==> src/rtl/ilv_pkg.sv <==
package ilv_pkg;
   // Life cycle of one bank access
   typedef enum logic [2:0] {
      BK_IDLE,
      BK_ADDR,
      BK_ARRAY,
      BK_XFER,
      BK_HOLD
   } bank_ph_e;
endpackage

==> src/rtl/ilv_bank.sv <==
module ilv_bank
   import ilv_pkg::*;
#(
   parameter int BANK_ID   = 0,
   parameter int NUM_BANKS = 4,
   parameter int ADDR_W    = 12,
   parameter int WORD_W    = 32,
   parameter int T_ADDR    = 10,
   parameter int T_ACC     = 60,
   parameter int T_RET     = 10,
   parameter logic [WORD_W-1:0] DATA_KEY = '0
) (
   input  logic                                 clk,
   input  logic                                 rst_n,
   input  logic                                 acc_req,
   input  logic [ADDR_W-$clog2(NUM_BANKS)-1:0]  acc_row,
   input  logic                                 take,
   output logic                                 busy,
   output logic                                 rdy,
   output logic [WORD_W-1:0]                    rdata
);
   localparam int BANK_BITS = $clog2(NUM_BANKS);
   localparam int ROW_W     = ADDR_W - BANK_BITS;
   localparam int TMAX      = (T_ACC > T_ADDR) ? ((T_ACC > T_RET) ? T_ACC : T_RET)
                                               : ((T_ADDR > T_RET) ? T_ADDR : T_RET);
   localparam int TC_W      = $clog2(TMAX + 1);

   bank_ph_e          ph;
   logic [TC_W-1:0]   tcnt;
   logic [ROW_W-1:0]  row_q;
   logic              tdone;

   assign tdone = (tcnt == '0);

   always_ff @(posedge clk) begin
      if (!rst_n) begin
         ph    <= BK_IDLE;
         tcnt  <= '0;
         row_q <= '0;
         rdata <= '0;
      end else begin
         unique case (ph)
            BK_IDLE:
               if (acc_req) begin
                  ph    <= BK_ADDR;
                  tcnt  <= TC_W'(T_ADDR - 1);
                  row_q <= acc_row;
               end
            BK_ADDR:
               if (tdone) begin
                  ph   <= BK_ARRAY;
                  tcnt <= TC_W'(T_ACC - 1);
               end else tcnt <= tcnt - 1'b1;
            BK_ARRAY:
               if (tdone) begin
                  ph    <= BK_XFER;
                  tcnt  <= TC_W'(T_RET - 1);
                  rdata <= DATA_KEY ^ WORD_W'({row_q, BANK_BITS'(BANK_ID)});
               end else tcnt <= tcnt - 1'b1;
            BK_XFER:
               if (tdone) ph <= BK_HOLD;
               else       tcnt <= tcnt - 1'b1;
            BK_HOLD:
               if (take) ph <= BK_IDLE;
            default: ph <= BK_IDLE;
         endcase
      end
   end

   assign busy = (ph != BK_IDLE);
   assign rdy  = (ph == BK_HOLD);
endmodule

==> src/rtl/ilv_issue.sv <==
module ilv_issue #(
   parameter int NUM_BANKS  = 4,
   parameter int ADDR_W     = 12,
   parameter int LINE_WORDS = 4
) (
   input  logic                                 clk,
   input  logic                                 rst_n,
   input  logic                                 load,
   input  logic [ADDR_W-1:0]                    start_addr,
   input  logic [ADDR_W-1:0]                    stride,
   input  logic [NUM_BANKS-1:0]                 bank_busy,
   output logic                                 fire,
   output logic [$clog2(NUM_BANKS)-1:0]         iss_bank,
   output logic [ADDR_W-$clog2(NUM_BANKS)-1:0]  iss_row,
   output logic [NUM_BANKS-1:0]                 acc_req
);
   localparam int BANK_BITS = $clog2(NUM_BANKS);
   localparam int CNT_W     = $clog2(LINE_WORDS + 1);

   logic [ADDR_W-1:0] cur_addr, stride_q;
   logic [CNT_W-1:0]  n_iss;
   logic              run;

   assign iss_bank = cur_addr[BANK_BITS-1:0];
   assign iss_row  = cur_addr[ADDR_W-1:BANK_BITS];
   assign fire     = run && !bank_busy[iss_bank];

   always_ff @(posedge clk) begin
      if (!rst_n) begin
         cur_addr <= '0;
         stride_q <= '0;
         n_iss    <= '0;
         run      <= 1'b0;
      end else if (load) begin
         cur_addr <= start_addr;
         stride_q <= stride;
         n_iss    <= '0;
         run      <= 1'b1;
      end else if (fire) begin
         cur_addr <= cur_addr + stride_q;
         n_iss    <= n_iss + 1'b1;
         if (n_iss == CNT_W'(LINE_WORDS - 1)) run <= 1'b0;
      end
   end

   for (genvar gb = 0; gb < NUM_BANKS; gb++) begin : g_sel
      assign acc_req[gb] = fire && (iss_bank == BANK_BITS'(gb));
   end
endmodule

==> src/rtl/ilv_retq.sv <==
module ilv_retq #(
   parameter int NUM_BANKS  = 4,
   parameter int WORD_W     = 32,
   parameter int LINE_WORDS = 4
) (
   input  logic                                  clk,
   input  logic                                  rst_n,
   input  logic                                  load,
   input  logic                                  push,
   input  logic [$clog2(NUM_BANKS)-1:0]          push_bank,
   input  logic [NUM_BANKS-1:0]                  bank_rdy,
   input  logic [NUM_BANKS-1:0][WORD_W-1:0]      bank_data,
   output logic [NUM_BANKS-1:0]                  take,
   output logic                                  finish,
   output logic                                  ret_valid,
   output logic [WORD_W-1:0]                     ret_data,
   output logic [$clog2(LINE_WORDS)-1:0]         ret_seq,
   output logic                                  done
);
   localparam int BANK_BITS = $clog2(NUM_BANKS);
   localparam int SEQ_W     = $clog2(LINE_WORDS);
   localparam int CNT_W     = $clog2(LINE_WORDS + 1);

   logic [BANK_BITS-1:0] order_q [LINE_WORDS];
   logic [CNT_W-1:0]     wr_cnt, rd_cnt;
   logic [BANK_BITS-1:0] head_bank;
   logic                 pop;

   assign head_bank = order_q[rd_cnt[SEQ_W-1:0]];
   assign pop       = (rd_cnt != wr_cnt) && bank_rdy[head_bank];
   assign finish    = pop && (rd_cnt == CNT_W'(LINE_WORDS - 1));

   always_ff @(posedge clk) begin
      if (push) order_q[wr_cnt[SEQ_W-1:0]] <= push_bank;
   end

   always_ff @(posedge clk) begin
      if (!rst_n) begin
         wr_cnt    <= '0;
         rd_cnt    <= '0;
         ret_valid <= 1'b0;
         ret_data  <= '0;
         ret_seq   <= '0;
         done      <= 1'b0;
      end else begin
         ret_valid <= pop;
         done      <= finish;
         if (pop) begin
            ret_data <= bank_data[head_bank];
            ret_seq  <= rd_cnt[SEQ_W-1:0];
         end
         if (load) begin
            wr_cnt <= '0;
            rd_cnt <= '0;
         end else begin
            if (push) wr_cnt <= wr_cnt + 1'b1;
            if (pop)  rd_cnt <= rd_cnt + 1'b1;
         end
      end
   end

   for (genvar gb = 0; gb < NUM_BANKS; gb++) begin : g_take
      assign take[gb] = pop && (head_bank == BANK_BITS'(gb));
   end
endmodule

==> src/rtl/ilv_mem_ctrl.sv <==
module ilv_mem_ctrl #(
   parameter int NUM_BANKS  = 4,
   parameter int ADDR_W     = 12,
   parameter int WORD_W     = 32,
   parameter int LINE_WORDS = 4,
   parameter int T_ADDR     = 10,
   parameter int T_ACC      = 60,
   parameter int T_RET      = 10,
   parameter logic [WORD_W-1:0] DATA_KEY = WORD_W'(32'hC3A5_0000)
) (
   input  logic                           clk,
   input  logic                           rst_n,
   input  logic                           start,
   input  logic [ADDR_W-1:0]              start_addr,
   input  logic [ADDR_W-1:0]              stride,
   output logic                           busy,
   output logic                           ret_valid,
   output logic [WORD_W-1:0]              ret_data,
   output logic [$clog2(LINE_WORDS)-1:0]  ret_seq,
   output logic                           done
);
   localparam int BANK_BITS = $clog2(NUM_BANKS);
   localparam int ROW_W     = ADDR_W - BANK_BITS;

   if (NUM_BANKS < 2 || (NUM_BANKS & (NUM_BANKS - 1)) != 0) begin : g_bad_banks
      $error("NUM_BANKS must be a power of two of at least 2");
   end
   if (LINE_WORDS < 2 || (LINE_WORDS & (LINE_WORDS - 1)) != 0) begin : g_bad_line
      $error("LINE_WORDS must be a power of two of at least 2");
   end
   if (T_ADDR < 1 || T_ACC < 1 || T_RET < 1) begin : g_bad_lat
      $error("each bank phase needs at least one cycle");
   end
   if (WORD_W < ADDR_W || ROW_W < 1) begin : g_bad_width
      $error("WORD_W must cover ADDR_W and ADDR_W must exceed the bank bits");
   end

   logic                               active, load, fire, finish;
   logic [BANK_BITS-1:0]               iss_bank;
   logic [ROW_W-1:0]                   iss_row;
   logic [NUM_BANKS-1:0]               acc_req, bank_busy, bank_rdy, take_vec;
   logic [NUM_BANKS-1:0][WORD_W-1:0]   bank_data;

   assign load = start && !active;
   assign busy = active;

   always_ff @(posedge clk) begin
      if (!rst_n)      active <= 1'b0;
      else if (load)   active <= 1'b1;
      else if (finish) active <= 1'b0;
   end

   ilv_issue #(.NUM_BANKS(NUM_BANKS), .ADDR_W(ADDR_W), .LINE_WORDS(LINE_WORDS)) u_issue (
      .clk(clk), .rst_n(rst_n), .load(load), .start_addr(start_addr), .stride(stride),
      .bank_busy(bank_busy), .fire(fire), .iss_bank(iss_bank), .iss_row(iss_row),
      .acc_req(acc_req));

   for (genvar gb = 0; gb < NUM_BANKS; gb++) begin : g_bank
      ilv_bank #(
         .BANK_ID(gb), .NUM_BANKS(NUM_BANKS), .ADDR_W(ADDR_W), .WORD_W(WORD_W),
         .T_ADDR(T_ADDR), .T_ACC(T_ACC), .T_RET(T_RET), .DATA_KEY(DATA_KEY)
      ) u_bank (
         .clk(clk), .rst_n(rst_n), .acc_req(acc_req[gb]), .acc_row(iss_row),
         .take(take_vec[gb]), .busy(bank_busy[gb]), .rdy(bank_rdy[gb]),
         .rdata(bank_data[gb]));
   end

   ilv_retq #(.NUM_BANKS(NUM_BANKS), .WORD_W(WORD_W), .LINE_WORDS(LINE_WORDS)) u_retq (
      .clk(clk), .rst_n(rst_n), .load(load), .push(fire), .push_bank(iss_bank),
      .bank_rdy(bank_rdy), .bank_data(bank_data), .take(take_vec), .finish(finish),
      .ret_valid(ret_valid), .ret_data(ret_data), .ret_seq(ret_seq), .done(done));
endmodule

==> config.mk <==
export PLATFORM = sky130hd
export DESIGN_NAME = ilv_mem_ctrl
export DESIGN_NICKNAME = d
export VERILOG_FILES = /design/src/rtl/ilv_pkg.sv /design/src/rtl/ilv_bank.sv /design/src/rtl/ilv_issue.sv /design/src/rtl/ilv_retq.sv /design/src/rtl/ilv_mem_ctrl.sv
export SDC_FILE = /design/constraint.sdc
export NUM_CORES = 1
export LEC_CHECK = 0
export BUFFER_PORTS_ARGS = -buffer_cell sky130_fd_sc_hd__buf_2
export CAP_MARGIN = 15
export CORE_UTILIZATION = 40
export DETAILED_ROUTE_END_ITERATION = 6
export SKIP_LAST_GASP = 1
export SYNTH_ARGS = -nofsm -noshare
export SYNTH_HDL_FRONTEND = slang
export SYNTH_SLANG_ARGS = --single-unit
==> constraint.sdc <==
create_clock -name clk -period 6.7 [get_ports clk]
set_clock_uncertainty 0.05 [all_clocks]
set_input_delay 1.005 -clock clk [delete_from_list [all_inputs] [get_ports clk]]
set_output_delay 1.005 -clock clk [all_outputs]
set_load 0.01 [all_outputs]
# After elaboration in Yosys (flattened, before gate mapping)

Memory sizes are Yosys's and may differ from the RTL's. A register that Yosys moved wholly into a read port is not among the register bits.
Cells that the tools add are included.

Bits in registers: 195
Memory bits (writable): 8
Input bits: 27
Output and inout port bits: 37
Word-level logic and storage cells: 202
Memories: 1

Memories:

| memory         | depth | bits a word | read ports | clocked after memory_dff | write ports | line           | text |
|---|---|---|---|---|---|---|---|
| u_retq.order_q | 4     | 2           | 1          | 1                        | 1           | ilv_retq.sv:24 | `logic [BANK_BITS-1:0] order_q [LINE_WORDS];` |

Add/sub/neg operators: 8
Order comparisons: 2
Equal/unequal tests: 49
Muxes and demuxes: 61
Bitwise gates (word level): 1
Reduce and logical (&&, ||, !) cells: 53

Operators with widths:

| operator                                                                | number |
|---|---|
| 6-bit 2-to-1 mux                                                        | 16 |
| 6-bit case mux with 4 select lines                                      | 4 |
| 32-bit binary-select mux with 2-bit select                              | 1 |
| 3-bit 2-to-1 mux                                                        | 20 |
| 3-bit case mux with 5 select lines                                      | 4 |
| 2-bit by 1-bit inequality test with 1-bit output, second input constant | 20 |
| 32-bit 2-to-1 mux                                                       | 1 |
| 3-bit by 2-bit == test with 1-bit output, second input constant         | 10 |
| 6-bit zero test                                                         | 4 |
| 12-bit 2-to-1 mux                                                       | 2 |
| 6-bit by 1-bit subtractor with 6-bit output, second input constant      | 4 |
| 5-bit AND reduction                                                     | 4 |
| 2-bit AND reduction                                                     | 9 |
| 4-bit nonzero test                                                      | 4 |
| 12-bit adder                                                            | 1 |
| 3-bit by 1-bit == test with 1-bit output, second input constant         | 4 |
| 3-bit == test, second input constant                                    | 4 |
| 1-bit logical AND                                                       | 12 |
| 3-bit zero test                                                         | 4 |
| 3-bit AND reduction                                                     | 4 |
| 3-bit nonzero test                                                      | 4 |
| 3-bit by 1-bit adder with 3-bit output, second input constant           | 3 |
| 1-bit 2-to-1 mux                                                        | 9 |
| 2-bit == test, second input constant                                    | 4 |
| other kinds (11)                                                        | 22 |

# Logic depth before layout (Yosys ltp)

Gate-level depths: netlist (run 1).

Depth after elaboration: 8
Gate-level depth with buffers: 9
Gate-level depth less buffers: 9

# By module

A second synthesis (run 1) with hierarchy kept.

Cell total of the unflattened synthesis: 1187
Area, all modules: 11010.6 um^2

By module, submodules not included:

| module                          | times used | cells an instance | area each (um^2) | seq. area each (um^2) |
|---|---|---|---|---|
| ilv_bank (g_bank[0].u_bank ...) | 3          | 172               | 1522.7           | 600.6 |
| ilv_retq                        | 1          | 286               | 3200.6           | 1121.1 |
| ilv_issue                       | 1          | 193               | 1692.9           | 560.5 |
| ilv_bank (g_bank[3].u_bank)     | 1          | 188               | 1508.9           | 600.6 |
| ilv_mem_ctrl                    | 1          | 4                 | 40.0             | 20.0 |

# Worst setup path after synthesis (run 1)

Ideal clock, no wire load.

Path kind: register to register
Start point: register u_issue.cur_addr[1]
End point: register u_issue.cur_addr[10]
Setup time: 106 ps
Arrival: 2023 ps
Required time: 6544 ps
Setup slack: 4521 ps
Cell stages (with the launch flop): 10
Buffers on the path: 1
Clock period less this slack: 2179 ps
Cells stage by stage: dfxtp_1 buf_2 inv_1 fa_1 nor2b_1 o2111a_1 o31ai_1 a21oi_1 xnor2_1 o311ai_0

Word-level cells in the longest chain between the ends: 5
Elaborated cells on any way between the ends: 8
Those cells by class: 1 x add/sub; 4 x mux; 3 x reduce/logical

Ends and longest elaborated chain:

| item                                                                 | line            | text |
|---|---|---|
| from (decl)                                                          | ilv_issue.sv:20 | `logic [ADDR_W-1:0] cur_addr, stride_q;` |
| from (signal assigned)                                               | ilv_issue.sv:35 | `cur_addr <= start_addr;` |
| from (signal assigned)                                               | ilv_issue.sv:40 | `cur_addr <= cur_addr + stride_q;` |
| parallel branches: the longest is 5 deep, another holds 12-bit adder | --              |  |

Parallel ways; which one is timed is not known. The select of a mux whose other input is x is not followed.
A chain may end at the register's enable or synchronous reset.

# Worst setup path in the final report (run 1)

Start point: register u_issue.cur_addr[1]
End point: register g_bank[3].u_bank.row_q[6]

Word-level cells in the longest chain between the ends: 6
Elaborated cells on any way between the ends: 7
Those cells by class: 1 x eq/ne; 2 x mux; 4 x reduce/logical

Ends and longest elaborated chain:

| item                                      | line            | text |
|---|---|---|
| 1-bit binary-select mux with 2-bit select | ilv_issue.sv:26 | `assign fire = run && !bank_busy[iss_bank];` |
| 1-bit 2-to-1 mux (implied by the code)    | ilv_issue.sv:26 |  |
| 1-bit zero test                           | ilv_issue.sv:26 |  |
| 1-bit logical AND                         | ilv_issue.sv:26 |  |
| 1-bit logical AND *                       | ilv_issue.sv:47 | `assign acc_req[gb] = fire && (iss_bank == BANK_BITS'(gb));` |
| 2-bit AND reduction (no line) *           | --              |  |
| to (signal assigned)                      | ilv_bank.sv:47  | `row_q <= acc_row;` |
| to (decl)                                 | ilv_bank.sv:30  | `logic [ROW_W-1:0] row_q;` |

Mark *: on every way between the ends. The rest lies on a longest branch, timed or not. The select of a mux whose other input is x is not followed.

==> reports/results.tsv, run 1 <==
metric	value	unit
Area Overhead vs Synth	10.8	%
hold path cells	2	
site row count	52	
port buffer count	51	
FFs w/ async S/R, synth	0	
initial DRC count	288	
WL final	19700	um
nets@finish	1031	
Final WS setup	3.89	ns
CP Class	register to register	
initial antenna violation count	0	
drt first pass iters	4	
Resize count post-CTS	0	
Max Fclk	0.355	GHz
worst r2r src	u_issue.cur_addr[1]	
leak pwr	0.00386	uW
clock sink count	182	
post-route cell area	9410	um^2
final core area utilization	0.459	
ys flop type	dfxtp_1	
hold endpoint	g_bank[1].u_bank.rdata[5]	
Fillers	2024	
Post-CTS Setup Inserts	0	
Ys Warns	0	
Final Hold Viols	0	
Die Y	148	um
startpoint class of the critical path	register	
Pwr Density	301	nW/um^2
Worst Setup End Kind	register	
Rel. slew slack	0.258	
part of the cycle the worst path needs	0.420	
Least-Margin Pin Slew	1.11	ns
largest net degree at the start of global routing	84	
CTS tree	done	
antenna fix cells	0	
most frequent cells in the layout	174 x dfxtp_1, 134 x nor2_1, 130 x nand2_1	
CTS buffer count	17	
Worst Hold Class	register to register	
CORE AREA	20500	um^2
Yosys cell types	67	
number of synthesized flops with an enable pin	8	
Placement Cell Area	8800	um^2
unrepaired setup endpoints after global routing	no	
Hold Startpoint	g_bank[1].u_bank.rdata[5]	
io pins	64	
Remaining Overflow, GRT	0	
Required @ worst endpoint	7.01	ns
syn_area_per_cell	8.83	um^2
final slew viol count	0	
synthesized netlist cell count	962	
first-pass GRT wire length	32900	um
vias per cell	5.23	
Post-DP HPWL	13200	um
GRT Util Overall	0.192	
worst reg2reg path depth	6	
Max H-tree Level	4	
CTS root buf	clkbuf_16	
reg2reg end	g_bank[3].u_bank.row_q[6]	
post-route minimum period	2.81	ns
sequential element share of the synthesized area	0.438	
CP arrival	3.12	ns
number of global-route vias before repair	6186	
Max FO, Critical Path	17	
setup TNS	0	ns
max-cap violations	0	
Hold WS	0.401	ns
outcome	completed	
Initial Utilization	0.414	
share of layout cells above drive strength 1	0.121	
DR WL/cell	15.7	um
Finish-stage setup viols	0	
DRC viols	0	
mapped cell area	8490	um^2
via count	6590	
GPL Wtd Cong	0.838	
die area	21800	um^2
reg2reg setup slack	3.89	ns
clk buf depth	2	
hold-fix buffers at CTS	0	
Worst-path clk slew	0.07	ns
pre-CTS WS	3.73	ns
FF+latch count, synth	182	
Max rail drop VDD	0.000159	V
most common cell after layout, fill and taps aside	dfxtp_1	
Final ANT Viol Nets	0	
worst-skew pair later-pin latency	0.43	ns
Die W	148	um
==> layout make-up <==
| type | count | area, um^2 | share of cell area |
|---|---|---|---|
| inverters | 28 | 108 | 0.0114 |
| multi-input cells | 690 | 4330 | 0.460 |
| repair buffers | 58 | 305 | 0.0324 |
| clock inverters | 15 | 184 | 0.0195 |
| well taps | 270 | 338 | 0.0359 |
| flip-flops and latches | 182 | 3720 | 0.396 |
| clock buffers | 17 | 425 | 0.0452 |
==> critical path, stage by stage (launching register included) <==
cell and delay (ns):
dfxtp_1 0.67, nor4b_1 0.36, o32ai_1 0.18, or2_1 0.56, nor3_4 0.59, nand2_1 0.16
a21oi_1 0.17
==> worst max path at each step <==
stage,startpoint,end,slack (ns),cells after the start
3_5_place_dp,rst_n,g_bank[0].u_bank.rdata[9],3.73,4
4_1_cts,u_issue.cur_addr[1],g_bank[3].u_bank.row_q[6],3.86,6
5_1_grt,u_issue.cur_addr[1],g_bank[3].u_bank.row_q[6],3.60,6
2_1_floorplan,u_issue.cur_addr[1],u_issue.cur_addr[10],4.52,9
6_report,u_issue.cur_addr[1],g_bank[3].u_bank.row_q[6],3.89,6
3_3_place_gp,rst_n,g_bank[1].u_bank.tcnt[5],3.72,4
==> synth_stat cells (9+ instances only) <==
library cell | count | share of area
inv_1 | 27 | 0.012
dfxtp_1 | 174 | 0.41
or3_1 | 10 | 0.0074
nor3_1 | 23 | 0.014
a311oi_1 | 10 | 0.010
nand2b_1 | 9 | 0.0066
nand3_1 | 26 | 0.015
ha_1 | 26 | 0.038
nor2_1 | 134 | 0.059
xnor2_1 | 14 | 0.014
mux2i_1 | 73 | 0.086
buf_4 | 24 | 0.021
nand2_1 | 130 | 0.057
clkbuf_1 | 35 | 0.015
mux4_2 | 12 | 0.032
o21ai_0 | 19 | 0.011
a21oi_1 | 91 | 0.054
buf_2 | 10 | 0.0059
==> kinds of logic after synthesis <==
| family | count (synthesis) | share of synthesized area |
|---|---|---|
| AND/OR/NAND/NOR | 377 | 0.201 |
| flip-flops | 182 | 0.438 |
| AO/OA/AOI/OAI | 170 | 0.124 |
| buffers and inverters | 101 | 0.0577 |
| multiplexers | 86 | 0.119 |
| adder cells (fa/ha/maj) | 28 | 0.0420 |
| XOR/XNOR | 17 | 0.0175 |
| other | 1 | 0.000441 |
==> layer usage <==
metal  share of wire  global-route usage  wire [um]  vias up
li1                -                   -          -     3348
met1            0.50               0.263       9830     3103
met2            0.44               0.302       8770      111
met3           0.036              0.0389        708       28
met4           0.021              0.0680        421        0
met5               0                   0          0        -
==> flip-flops by register name, indices dropped and copies added (netlist names), 3 cells and up, named ones only <==
name and flops:
u_retq.wr_cnt 3, u_retq.order_q 8, g_bank.u_bank.rdata 44, u_issue.stride_q 12, u_retq.ret_data 13, g_bank.u_bank.row_q 40, u_retq.rd_cnt 3, g_bank.u_bank.ph 12
u_issue.cur_addr 12, g_bank.u_bank.tcnt 24, u_issue.n_iss 3
==> metrics by stage <==
stage / instances / power, uW
after floorplan: 973 / 1700
after global placement: 1227 / 1820
after detailed placement: 1227 / 1830
after CTS: 1259 / 2850
after global routing: 1260 / 3000
final: 1260 / 2840
==> power breakdown <==
group          total (uW)  internal [uW]  switching (uW)
combinational         559            220             339
sequential           1250           1160            88.7
clock                1030            567             464
Power figures use the tool's default switching activity.
==> run 2, diff against run 1 <==
--- a/config.mk
+++ b/config.mk
@@ -5,6 +5,7 @@
 export SDC_FILE = /design/constraint.sdc
 export NUM_CORES = 1
 export LEC_CHECK = 0
+export ABC_AREA = 1
 export BUFFER_PORTS_ARGS = -buffer_cell sky130_fd_sc_hd__buf_2
 export CAP_MARGIN = 15
 export CORE_UTILIZATION = 40
==> constraint.sdc (replaced) <==
create_clock -name clk -period 2.9 [get_ports clk]
set_clock_uncertainty 0.05 [all_clocks]
set_input_delay 0.435 -clock clk [delete_from_list [all_inputs] [get_ports clk]]
set_output_delay 0.435 -clock clk [all_outputs]
set_load 0.01 [all_outputs]
==> reports/results.tsv, run 2 <==
metric	value	unit	change
outcome	completed		
sequential element share of the synthesized area	0.435		-0.00359
largest net degree at the start of global routing	88		+4.8%
Rel. slew slack	0.659		+0.401
unrepaired setup endpoints after global routing	no		
site row count	53		+1.9%
vias per cell	4.91		-6.1%
Max FO, Critical Path	21		+4
final core area utilization	0.455		-0.00455
met2 Use GR	0.283		-0.0188
post-route minimum period	2.33	ns	-0.481 ns
share of the synthesized area in the top cell type	0.407		-0.00335
Reg with most FFs	g_bank.u_bank.rdata		
startpoint class of the critical path	register		
Remaining Overflow, GRT	0		unchanged
syn_area_per_cell	7.36	um^2	-17%
io pins	64		unchanged
number of synthesized flops with an enable pin	8		unchanged
hold-fix buffers at CTS	0		unchanged
Yosys top cell by area	dfxtp_1		
Area Overhead vs Synth	11.6	%	
FF+latch count, synth	182		unchanged
initial antenna violation count	0		unchanged
max-cap violations	0		unchanged
Max Fclk	0.429	GHz	+21%
number of global-route vias before repair	6458		+4.4%
global routing's busiest layer	met2		
antenna fix cells	0		unchanged
Die Y	148	um	+0.41%
Required @ worst endpoint	3.19	ns	-3.82 ns
CP Class	register to register		
Resize count post-CTS	0		unchanged
synthesized netlist cell count	1163		+21%
Ys Warns	0		unchanged
CTS tree	done		
met1 Resource Use GR	0.263		+0.000765
Post-CTS Setup Inserts	0		unchanged
clock sink count	182		unchanged
Post-DP HPWL	13600	um	+3.0%
ys flop type	dfxtp_1		
leak pwr	0.00405	uW	+5.0%
nets@finish	1244		+21%
Placement Cell Area	8950	um^2	+1.7%
GRT Util Overall	0.186		-0.00671
CP arrival	2.62	ns	-0.50 ns
Commonest cells post-synth	174 x dfxtp_1, 162 x nor2_1, 150 x a21oi_1, 150 x nand2_1, 136 x o21ai_0		
WL final	19300	um	-2.0%
mapped cell area	8560	um^2	+0.82%
Initial Utilization	0.407		-0.00705
Worst Hold Class	primary input to register		
port buffer count	51		unchanged
Least-Margin Pin Slew	0.506	ns	-0.604 ns
met3 Use GR	0.0328		-0.00607
DR WL/cell	13.1	um	-16%
Largest regs	g_bank.u_bank.rdata: 44 flops, g_bank.u_bank.row_q: 40 flops, g_bank.u_bank.tcnt: 24 flops		
worst-skew pair later-pin latency	0.44	ns	about the same
post-route cell area	9560	um^2	+1.6%
CORE AREA	21000	um^2	+2.6%
Pwr Density	935	nW/um^2	+210%
Max rail drop VDD	0.000422	V	+170%
clk buf depth	2		unchanged
GPL Wtd Cong	0.881		+5.1%
max reg flops	44		unchanged
part of the cycle the worst path needs	0.804		+0.384
Max H-tree Level	4		unchanged
Yosys cell types	48		-28%
CTS root buf	clkbuf_16		
most common cell after layout, fill and taps aside	dfxtp_1		
final slew viol count	0		unchanged
share of layout cells above drive strength 1	0.111		-0.0107
FFs w/ async S/R, synth	0		unchanged
most common cell in the netlist	dfxtp_1		
Worst-path clk slew	0.08	ns	about the same
Synth area leaders	dfxtp_1 41%, a21oi_1 8.8%, o21ai_0 7.9%		
Die W	148	um	+0.41%
drt first pass iters	5		+1
most frequent cells in the layout	174 x dfxtp_1, 162 x nor2_1, 150 x nand2_1, 150 x a21oi_1, 136 x o21ai_0		
initial DRC count	384		+33%
first-pass GRT wire length	32500	um	-1.3%
CTS buffer count	17		unchanged
Final ANT Viol Nets	0		unchanged
Hold WS	0.171	ns	-0.231 ns
Final Hold Viols	0		unchanged
setup TNS	0	ns	unchanged
Finish-stage setup viols	0		unchanged
via count	7260		+10%
Worst Setup End Kind	register		
DRC viols	0		unchanged
total power	8940	uW	+220%
die area	22000	um^2	+0.81%
Fillers	2154		+6.4%
[run 2: final cells by class]
cell class | count | area, um^2 | area share
multi-input cells | 793 | 4020 | 0.420
flip-flops and latches | 182 | 3720 | 0.390
inverters | 132 | 499 | 0.0522
clock buffers | 17 | 425 | 0.0445
repair buffers | 64 | 368 | 0.0385
well taps | 275 | 344 | 0.0360
clock inverters | 15 | 181 | 0.0190
[run 2: cell families (layout without fill, tap and decap cells)]
| family | count (synthesis) | count (layout) | share of synthesized area |
|---|---|---|---|
| flip-flops | 182 | 182 | 0.435 |
| buffers and inverters | 199 | 228 | 0.101 |
| AND/OR/NAND/NOR | 408 | 408 | 0.202 |
| adder cells (fa/ha/maj) | 27 | 27 | 0.0403 |
| other | 1 | 12 | 0.000438 |
| XOR/XNOR | 20 | 20 | 0.0205 |
| AO/OA/AOI/OAI | 326 | 326 | 0.201 |
[run 2: metal layers]
metal  share of wire  wire (um)
met4           0.016        303
met1            0.52       9970
met5               0          0
met3           0.037        717
met2            0.43       8330
[run 2: worst max-delay path, cell delays in order (launching register included)]
cell and delay, ns:
dfxtp_1 0.52, inv_1 0.13, nor2_1 0.21, a21oi_2 0.10, nand2_2 0.20, inv_4 0.10, nand2_2 0.29, nand2_2 0.13
nand2_2 0.22, inv_1 0.08, nand2_1 0.06, nand2_1 0.04, nand2_1 0.05, nor2_1 0.04
[run 2: path summary, 6_finish.rpt]
check,from,to,slack [ns],depth (start not counted)
setup / recovery,u_issue.cur_addr[1],g_bank[0].u_bank.tcnt[4],0.57,13
hold / removal,stride[6],u_issue.stride_q[6],0.17,3
setup reg to reg,u_issue.cur_addr[1],g_bank[0].u_bank.tcnt[4],0.57,13
hold reg to reg,g_bank[1].u_bank.rdata[8],g_bank[1].u_bank.rdata[8],0.40,2
[run 2: through the flow]
step           setup WS (ns)  instances
3_5_place_dp           0.566       1446
5_1_grt                0.292       1478
3_3_place_gp           0.603       1446
2_1_floorplan          0.863       1174
4_1_cts                0.551       1478
6_report               0.567       1478
[run 2: power breakdown]
group | switching (uW) | internal, uW
clock | 1150 | 1180
sequential | 360 | 3040
combinational | 2110 | 1090
total | 3630 | 5310
==> run 3, diff against run 2 <==
--- a/config.mk
+++ b/config.mk
@@ -5,7 +5,7 @@
 export SDC_FILE = /design/constraint.sdc
 export NUM_CORES = 1
 export LEC_CHECK = 0
-export ABC_AREA = 1
+export ABC_AREA = 0
 export BUFFER_PORTS_ARGS = -buffer_cell sky130_fd_sc_hd__buf_2
 export CAP_MARGIN = 15
 export CORE_UTILIZATION = 40
==> constraint.sdc (replaced) <==
create_clock -name clk -period 2.2 [get_ports clk]
set_clock_uncertainty 0.05 [all_clocks]
set_input_delay 0.33 -clock clk [delete_from_list [all_inputs] [get_ports clk]]
set_output_delay 0.33 -clock clk [all_outputs]
set_load 0.01 [all_outputs]
==> reports/results.tsv, run 3 (synthesis results as in run 1) <==
metric	value	unit	change
Worst Hold Class	primary input to register		
setup TNS	0	ns	unchanged
share of layout cells above drive strength 1	0.205		+0.0945
max reg flops	44		unchanged
initial antenna violation count	0		unchanged
Max H-tree Level	4		unchanged
Buf+Inv Stages, Crit Path	3		unchanged
antenna fix cells	0		unchanged
Worst-path clk slew	0.07	ns	about the same
CORE AREA	20500	um^2	-2.5%
Top delay family on crit path	simple AND/OR/NAND/NOR gates		
clock sink count	182		unchanged
nets@finish	1114		-10%
Fillers	1961		-9.0%
Placement Cell Area	9410	um^2	+5.1%
post-placement cell count	1299		-10%
most common cell after layout, fill and taps aside	dfxtp_1		
via count	6968		-4.0%
Reg with most FFs	g_bank.u_bank.rdata		
Largest regs	g_bank.u_bank.rdata: 44 flops, g_bank.u_bank.row_q: 40 flops, g_bank.u_bank.tcnt: 24 flops		
post-route cell area	10300	um^2	+7.4%
initial DRC count	446		+16%
largest net degree at the start of global routing	34		-61%
post-route minimum period	2.13	ns	-0.204 ns
GRT Util Overall	0.200		+0.0138
Final Hold Viols	0		unchanged
pre-CTS WS	-0.153	ns	-0.718 ns
Required @ worst endpoint	2.47	ns	-0.72 ns
CP arrival	2.40	ns	-0.22 ns
WL final	21000	um	+8.6%
total power	9210	uW	+3.1%
Max rail drop VDD	0.000521	V	+23%
most frequent cells in the layout	170 x dfxtp_1, 132 x nor2_1, 130 x nand2_1		
Die W	148	um	-0.40%
die area	21800	um^2	-0.81%
Worst Setup End Kind	register		
part of the cycle the worst path needs	0.968		+0.163
Initial Utilization	0.414		+0.00705
Max Fclk	0.470	GHz	+9.6%
DR WL/cell	15.6	um	+20%
worst-skew pair later-pin latency	0.43	ns	about the same
leak pwr	0.00431	uW	+6.4%
Area Overhead vs Synth	20.9	%	
CTS root buf	clkbuf_16		
Final ANT Viol Nets	0		unchanged
GPL Wtd Cong	0.838		-4.9%
site row count	52		-1.9%
drt first pass iters	5		unchanged
io pins	64		unchanged
number of global-route vias before repair	6562		+1.6%
Max FO, Critical Path	5		-76%
max-cap violations	0		unchanged
CTS tree	done		
CP Class	register to register		
Least-Margin Pin Slew	0.522	ns	+0.0166 ns
CTS buffer count	17		unchanged
clk buf depth	2		unchanged
Reg area	3730	um^2	+0.13%
crit-path cells	inv_2 > ha_4 > or3b_4 > or3_4 > nor4_4 > buf_4 > buf_8 > mux2i_1 > nor2_1		
hold-fix buffers at CTS	0		unchanged
final slew viol count	0		unchanged
DRC viols	0		unchanged
Post-DP HPWL	14700	um	+7.8%
Pwr Density	897	nW/um^2	-4.1%
Critical Path Max Stage Delay	0.39	ns	-0.13 ns
outcome	completed		
Finish-stage setup viols	0		unchanged
unrepaired setup endpoints after global routing	yes		
port buffer count	51		unchanged
Final WS setup	0.0714	ns	-0.496 ns
first-pass GRT wire length	34200	um	+5.2%
Remaining Overflow, GRT	0		unchanged
Multi-input gate area	4420	um^2	+10%
vias per cell	5.19		+5.6%
non-filler cells, final	1343		-9.1%
Rel. slew slack	0.649		-0.0105
Die Y	148	um	-0.40%
startpoint class of the critical path	register		
Slowest-stage cell, CP	or3b_4		
-- run 3: routing by layer --
layer | track usage | wire length, um | vias to the layer above
met1 | 0.264 | 9960 | 3315
met4 | 0.0727 | 359 | 0
li1 | - | - | 3512
met5 | 0 | 0 | -
met2 | 0.325 | 9840 | 120
met3 | 0.0355 | 840 | 21
-- run 3: worst paths after layout --
| path | to | slack [ns] | start | depth (start not counted) |
|---|---|---|---|---|
| setup / recovery | g_bank[0].u_bank.rdata[7] | 0.07 | g_bank[0].u_bank.tcnt[0] | 9 |
| hold / removal | u_issue.stride_q[9] | 0.09 | stride[9] | 3 |
| setup reg to reg | g_bank[0].u_bank.rdata[7] | 0.07 | g_bank[0].u_bank.tcnt[0] | 9 |
| hold reg to reg | g_bank[1].u_bank.rdata[10] | 0.40 | g_bank[1].u_bank.rdata[10] | 2 |
-- run 3: worst register-to-register path, cell delays in order, from the launching register on --
cell	delay, ns
dfxtp_2	0.33
inv_2	0.06
ha_4	0.13
or3b_4	0.39
or3_4	0.37
nor4_4	0.18
buf_4	0.18
buf_8	0.12
mux2i_1	0.18
nor2_1	0.05
-- run 3: timing repair --
action / 4_1_cts / 5_1_grt
setup endpoints to repair: 31 / 52
resized for setup: 3 / 34
pin swaps: 1 / 10
cloned: 0 / 2
setup buffers: 2 / 9
hold endpoints to repair: 0 / 0
-- run 3: cell type report --
| type | instances | share of cell area |
|---|---|---|
| Sequential cell | 182 | 0.363 |
| Clock buffer | 20 | 0.0445 |
| Tap cell | 270 | 0.0329 |
| Multi-Input combinational cell | 690 | 0.431 |
| Timing Repair Buffer | 141 | 0.102 |
| Clock inverter | 12 | 0.0161 |
| Inverter | 28 | 0.0105 |
-- run 3: per-stage QoR --
| stage | util | hold WS [ns] |
|---|---|---|
| floorplan | - | 0.379 |
| global placement | 0.459 | 0.389 |
| detailed placement | 0.459 | 0.393 |
| CTS | 0.492 | 0.0662 |
| global route | 0.501 | 0.0753 |
| finish | 0.501 | 0.0851 |
-- run 3: power by group --
| group | switching, uW | leakage [uW] | internal (uW) | total (uW) |
|---|---|---|---|---|
| logic | 1260 | 0.00253 | 1010 | 2270 |
| registers | 179 | 0.00149 | 3530 | 3710 |
| clock network | 1360 | 0.000300 | 1870 | 3240 |
